## src/rtl/lvd_pkg.sv

```systemverilog
package lvd_pkg;
  typedef enum logic {
    LVD_SIGNAL = 1'b1,
    LVD_SILENT = 1'b0
  } lvd_state_e;

  function automatic int lvd_max(input int a, input int b);
    return (a > b) ? a : b;
  endfunction
endpackage

```

## src/rtl/lvd_chan_class.sv

```systemverilog
module lvd_chan_class #(
  parameter int SW       = 9,
  parameter int GOOD_MIN = 27,
  parameter int DEAD_MAX = 3
) (
  input  logic          clk,
  input  logic          rst_n,
  input  logic          smp_valid,
  input  logic [SW-1:0] smp_in,
  output logic          good_q
);
  localparam int MW = SW + 1;

  logic signed [MW-1:0] ext;
  logic        [MW-1:0] mag;
  logic                 zone_good;
  logic                 zone_dead;

  // one extra bit keeps the most negative code representable after negation
  assign ext       = {smp_in[SW-1], smp_in};
  assign mag       = ext[MW-1] ? MW'(-ext) : MW'(ext);
  assign zone_good = (mag >= MW'(GOOD_MIN));
  assign zone_dead = (mag <= MW'(DEAD_MAX));

  always_ff @(posedge clk or negedge rst_n) begin
    if (!rst_n) begin
      good_q <= 1'b1;
    end else if (smp_valid) begin
      if (zone_good)      good_q <= 1'b1;
      else if (zone_dead) good_q <= 1'b0;
    end
  end

  p_good_zone_r2: assert property (@(posedge clk) disable iff (!rst_n)
    (smp_valid && zone_good) |=> good_q);
  p_dead_zone_r3: assert property (@(posedge clk) disable iff (!rst_n)
    (smp_valid && zone_dead) |=> !good_q);
  p_grey_hold_r4: assert property (@(posedge clk) disable iff (!rst_n)
    (smp_valid && !zone_good && !zone_dead) |=> $stable(good_q));
  p_no_strobe_r8: assert property (@(posedge clk) disable iff (!rst_n)
    !smp_valid |=> $stable(good_q));
endmodule

```

## src/rtl/lvd_persist.sv

```systemverilog
module lvd_persist #(
  parameter int FALL_CYC = 1500,
  parameter int RISE_CYC = 50
) (
  input  logic clk,
  input  logic rst_n,
  input  logic all_dead,
  output logic flag_n
);
  import lvd_pkg::*;

  localparam int MAXC = lvd_max(FALL_CYC, RISE_CYC);
  localparam int CW   = $clog2(MAXC + 1);

  lvd_state_e    state_q;
  logic [CW-1:0] run_q;
  logic          toward;

  // the condition that pushes toward the other state
  assign toward = (state_q == LVD_SIGNAL) ? all_dead : !all_dead;

  always_ff @(posedge clk or negedge rst_n) begin
    if (!rst_n) begin
      state_q <= LVD_SIGNAL;
      run_q   <= '0;
    end else if (!toward) begin
      run_q <= '0;
    end else if (state_q == LVD_SIGNAL && run_q == CW'(FALL_CYC - 1)) begin
      state_q <= LVD_SILENT;
      run_q   <= '0;
    end else if (state_q == LVD_SILENT && run_q == CW'(RISE_CYC - 1)) begin
      state_q <= LVD_SIGNAL;
      run_q   <= '0;
    end else begin
      run_q <= run_q + 1'b1;
    end
  end

  assign flag_n = (state_q == LVD_SIGNAL);

  p_fall_needs_dead_r5: assert property (@(posedge clk) disable iff (!rst_n)
    $fell(flag_n) |-> $past(all_dead));
  p_restart_r6: assert property (@(posedge clk) disable iff (!rst_n)
    (flag_n && !all_dead) |=> (run_q == '0));
  p_rise_needs_good_r7: assert property (@(posedge clk) disable iff (!rst_n)
    $rose(flag_n) |-> $past(!all_dead));
  p_run_bound_r5: assert property (@(posedge clk) disable iff (!rst_n)
    run_q < CW'(MAXC));
endmodule

```

## src/rtl/line_validity_det.sv

```systemverilog
module line_validity_det #(
  parameter int NCH      = 5,
  parameter int SW       = 9,
  parameter int GOOD_MIN = 27,
  parameter int DEAD_MAX = 3,
  parameter int FALL_CYC = 1500,
  parameter int RISE_CYC = 50
) (
  input  logic              clk,
  input  logic              rst_n,
  input  logic              smp_valid,
  input  logic [NCH*SW-1:0] smp_data,
  output logic              lines_dead_n
);
  logic [NCH-1:0] chan_good;
  logic           all_dead;

  for (genvar k = 0; k < NCH; k++) begin : g_chan
    lvd_chan_class #(
      .SW      (SW),
      .GOOD_MIN(GOOD_MIN),
      .DEAD_MAX(DEAD_MAX)
    ) u_cls (
      .clk      (clk),
      .rst_n    (rst_n),
      .smp_valid(smp_valid),
      .smp_in   (smp_data[k*SW +: SW]),
      .good_q   (chan_good[k])
    );
  end

  assign all_dead = ~|chan_good;

  lvd_persist #(
    .FALL_CYC(FALL_CYC),
    .RISE_CYC(RISE_CYC)
  ) u_persist (
    .clk     (clk),
    .rst_n   (rst_n),
    .all_dead(all_dead),
    .flag_n  (lines_dead_n)
  );

  p_reset_state_r1: assert property (@(posedge clk)
    $rose(rst_n) |-> (lines_dead_n && (&chan_good)));
endmodule

```

## config.mk

```make
export PLATFORM = sky130hd
export DESIGN_NAME = line_validity_det
export DESIGN_NICKNAME = d
export VERILOG_FILES = /design/src/rtl/lvd_pkg.sv /design/src/rtl/lvd_chan_class.sv /design/src/rtl/lvd_persist.sv /design/src/rtl/line_validity_det.sv
export SDC_FILE = /design/constraint.sdc
export NUM_CORES = 1
export LEC_CHECK = 0
export BUFFER_PORTS_ARGS = -buffer_cell sky130_fd_sc_hd__buf_2
export CAP_MARGIN = 40
export CORE_ASPECT_RATIO = 0.8
export CORE_MARGIN = 4
export CORE_UTILIZATION = 55
export DETAILED_ROUTE_END_ITERATION = 16
export PLACE_DENSITY = 0.84
export SETUP_SLACK_MARGIN = 0.3
export SYNTH_ARGS = -nofsm -noshare
export SYNTH_HDL_FRONTEND = slang
export SYNTH_HIERARCHICAL = 1
export SYNTH_SLANG_ARGS = --single-unit
```

## constraint.sdc

```tcl
create_clock -name clk -period 3.6 [get_ports clk]
set_clock_uncertainty 0.1 [all_clocks]
set_input_delay 0.72 -clock clk [delete_from_list [all_inputs] [get_ports clk]]
set_output_delay 0.72 -clock clk [all_outputs]
set_load 0.01 [all_outputs]
```

==> metrics.md <==
| Metric | Value |
|---|---|
| Synth Warn # | `6` |
| Top Ports | `49` |
| Setup tns final | `0 ps` |
| Logic gate share of total power | `0.390` |
| Die Ht | `approximately 58 um` |
| Total CTS buffers | `3` |
| Initial antenna violation count | `0` |
| CTS Sinks | `17` |
| R2r endpoint | `u_persist/run_q[5]` |
| Final hold vios | `0` |
| RSZ-0062 raised after global routing | `false` |
| Pre-CTS setup slack | `roughly 1500 ps` |
| Power density over the cells | `roughly 370 nW/um2` |
| FF-to-FF setup slack | `1490 ps` |
| Final worst-path cycle share | `0.586` |
| Top post-synthesis cells by area | `dfrtp_1 16%, dfstp_2 9.3%, mux2i_1 5.9%, xnor2_1 5.7%, ha_1 5.2%` |
| CTS tree | `done` |
| Fin crit period | `between 2000 and 2500 ps` |
| Register bit total from synthesis | `17` |
| Routed vias/inst | `about 6` |
| Critical path arrival | `between 2000 and 2500 ps` |
| Min-Delay Path Class | `in -> async` |
| Nets | `around 300` |
| Worst-margin pin slew | `around 900 ps` |
| Most common cell after layout, fill and taps aside | `buf_2` |
| Antenna-violating nets left | `0` |
| CTS Hold Buffers Added | `0` |
| CP Class | `reg -> reg` |
| # rows | `17` |
| Syn Inst Count | `~190` |
| Inst Count DP | `between 200 and 300` |
| Total power draw | `between 0.7 and 0.8 mW` |
| Top cell type's share of synthesized area | `0.162` |
| GRT overflow | `0` |
| Synthesized net count | `around 240` |
| Layer with the highest usage | `met2` |
| H-tree Lvls | `1` |
| Status | `completed` |
| GR met2 Demand/Resource | `0.353` |
| Mapped Avg Cell Area | `about 9.1 um2` |
| IO Port Bufs | `48` |
| Most frequent cells in the layout | `48 x buf_2, 13 x inv_1, 13 x nand2_1` |
| Reg2reg start | `g_chan[0].u_cls/good_q` |
| Antenna diodes | `0` |
| Worst setup margin | `1490 ps` |
| Fin cells | `around 280` |
| CP Launch Type | `flip-flop` |
| Clk root buf | `clkbuf_8` |
| MaxCap Viol Count | `0` |
| Rel. slew slack | `0.395` |
| NetSw | `roughly 0.3 mW` |
| P_leak | `approximately 0.83 nW` |
| Seq/Total Area, Yosys | `0.256` |
| WL/cell | `roughly 15 um` |
| Clk pin slew, worst setup/hold paths | `about 70 ps` |
| Number of global-route vias before repair | `1599` |
| Reg power frac | `0.412` |
| Cell taking the most area after synthesis | `dfrtp_1` |
| Fraction of layout cells with a size suffix above 1 | `0.354` |
| 1st-iter DRT viols | `90` |
| WP data required | `3590 ps` |
| Pre-Repair DR Iteration Count | `4` |
| Met1 global-route usage | `0.267` |
| Met3 Use GR | `0.0485` |
| Chip Width | `70.1 um` |
| Setup bufs post-CTS | `0` |
| Core Region | `between 2000 and 3000 um2` |
| Clk Latency, worst-skew pair | `approximately 260 ps` |
| Post-Syn Area | `around 1700 um2` |
| Largest net degree at the start of global routing | `18` |
| Setup crit end kind | `flip-flop` |
| Switch share | `0.401` |
| Cell variety after synth | `36` |
| First-pass GRT wire length | `between 6 and 7 mm` |
| DRC Markers | `0` |
| R2R depth | `5` |
| Internal power | `between 0.4 and 0.5 mW` |
| Starting density of the core | `0.594` |
| Post-DP HPWL | `3.19 mm` |
| Peak supply drop | `around 0.00021 V` |
| Global Route Usage Sum | `0.207` |
| Fin. max-slew vios | `0` |
| Count of final setup violators | `0` |
| Maximum clock frequency | `474 MHz` |
| Post-cts sizing count | `0` |
| Clk network pwr share | `0.198` |
| CTS Buffer Depth | `2` |
| WL final | `approximately 4 mm` |
| RD Place Congestion | `0.806` |
| Area growth syn-to-layout | `19.6%` |
| DR vias | `approximately 1600` |
| Die area | `slightly above 4000 um2` |
| Critical path fanouts, max | `7` |
power by group through the flow:
stage | combinational (mW) | clock (mW) | sequential [mW]
6_report | 0.294 | 0.149 | 0.311
5_1_grt | 0.328 | 0.162 | 0.317
4_1_cts | 0.292 | 0.152 | 0.308
3_5_place_dp | 0.288 | 0 | 0.312
3_3_place_gp | 0.264 | 0 | 0.307
2_1_floorplan | 0.186 | 0 | 0.299
cell families after synthesis:
logic type / synth area share
and+or+nand+nor: 0.298
AOI/OAI and AO/OA: 0.201
xor gates and xnor gates: 0.0982
DFF: 0.256
buffers and inverters: 0.0362
muxes: 0.0591
adders and majority gates: 0.0517
worst max-delay path: stages (launching register included):
cell       delay (ps)
dfstp_2           370
or4_1             500
nor2_1            190
xor2_1            450
buf_4             260
a2111oi_0          70
worst max path at each step:
stage / startpoint / end / cells past startpoint
finish: g_chan[0].u_cls/good_q / u_persist/run_q[5] / 5
global route: g_chan[0].u_cls/good_q / u_persist/run_q[5] / 5
CTS: g_chan[0].u_cls/good_q / u_persist/run_q[5] / 5
detailed placement: g_chan[0].u_cls/good_q / u_persist/run_q[5] / 5
global placement: g_chan[0].u_cls/good_q / u_persist/run_q[6] / 4
floorplan: g_chan[0].u_cls/good_q / u_persist/run_q[6] / 5
cell usage after synthesis (all sizes together):
library cell  number
a2111oi            6
nor2b              5
xnor2             11
nor4b              2
a31oi              5
nand2             13
or4               10
or3                7
nand4              2
mux2i             10
nor3               6
and4               1
ha                 7
buf                1
o41ai              1
clkbuf             2
o211ai            10
o31ai              5
nor4               5
inv               13
nor2               7
xor2               8
o21ai             17
nand4bb            1
nand3              9
nand4b             1
nand2b             5
dfstp              6
dfrtp             11
flip-flops by register name (all words and copies together), names as in the netlist:
register	flops
u_persist/run_q	11
g_chan.u_cls/good_q	5
u_persist/flag_n	1
per-stage QoR:
| step | instance area (um2) | util | hold slack [ps] |
|---|---|---|---|
| after floorplan | 1690 | - | 324 |
| after global placement | 1970 | 0.691 | 408 |
| after detailed placement | 1980 | 0.694 | 417 |
| after CTS | 2030 | 0.711 | 276 |
| after global routing | 2030 | 0.711 | 288 |
| final | 2030 | 0.711 | 264 |
layout make-up:
cell class / count / area (um2)
Clock buffer: 3 / 41.3
Clock inverter: 1 / 7.51
Fill cell: 231 / 825
Inverter: 13 / 48.8
Multi-Input combinational cell: 154 / 1200
Sequential cell: 17 / 433
Tap cell: 38 / 47.5
Timing Repair Buffer: 49 / 248
per-layer routing:
metal / wire length, um / up-vias
met5: 0 / -
met4: 31 / 0
met3: 278 / 4
met2: 1890 / 69
met1: 1820 / 761
li1: - / 813
No activity file was read; power rests on OpenSTA's default activity.
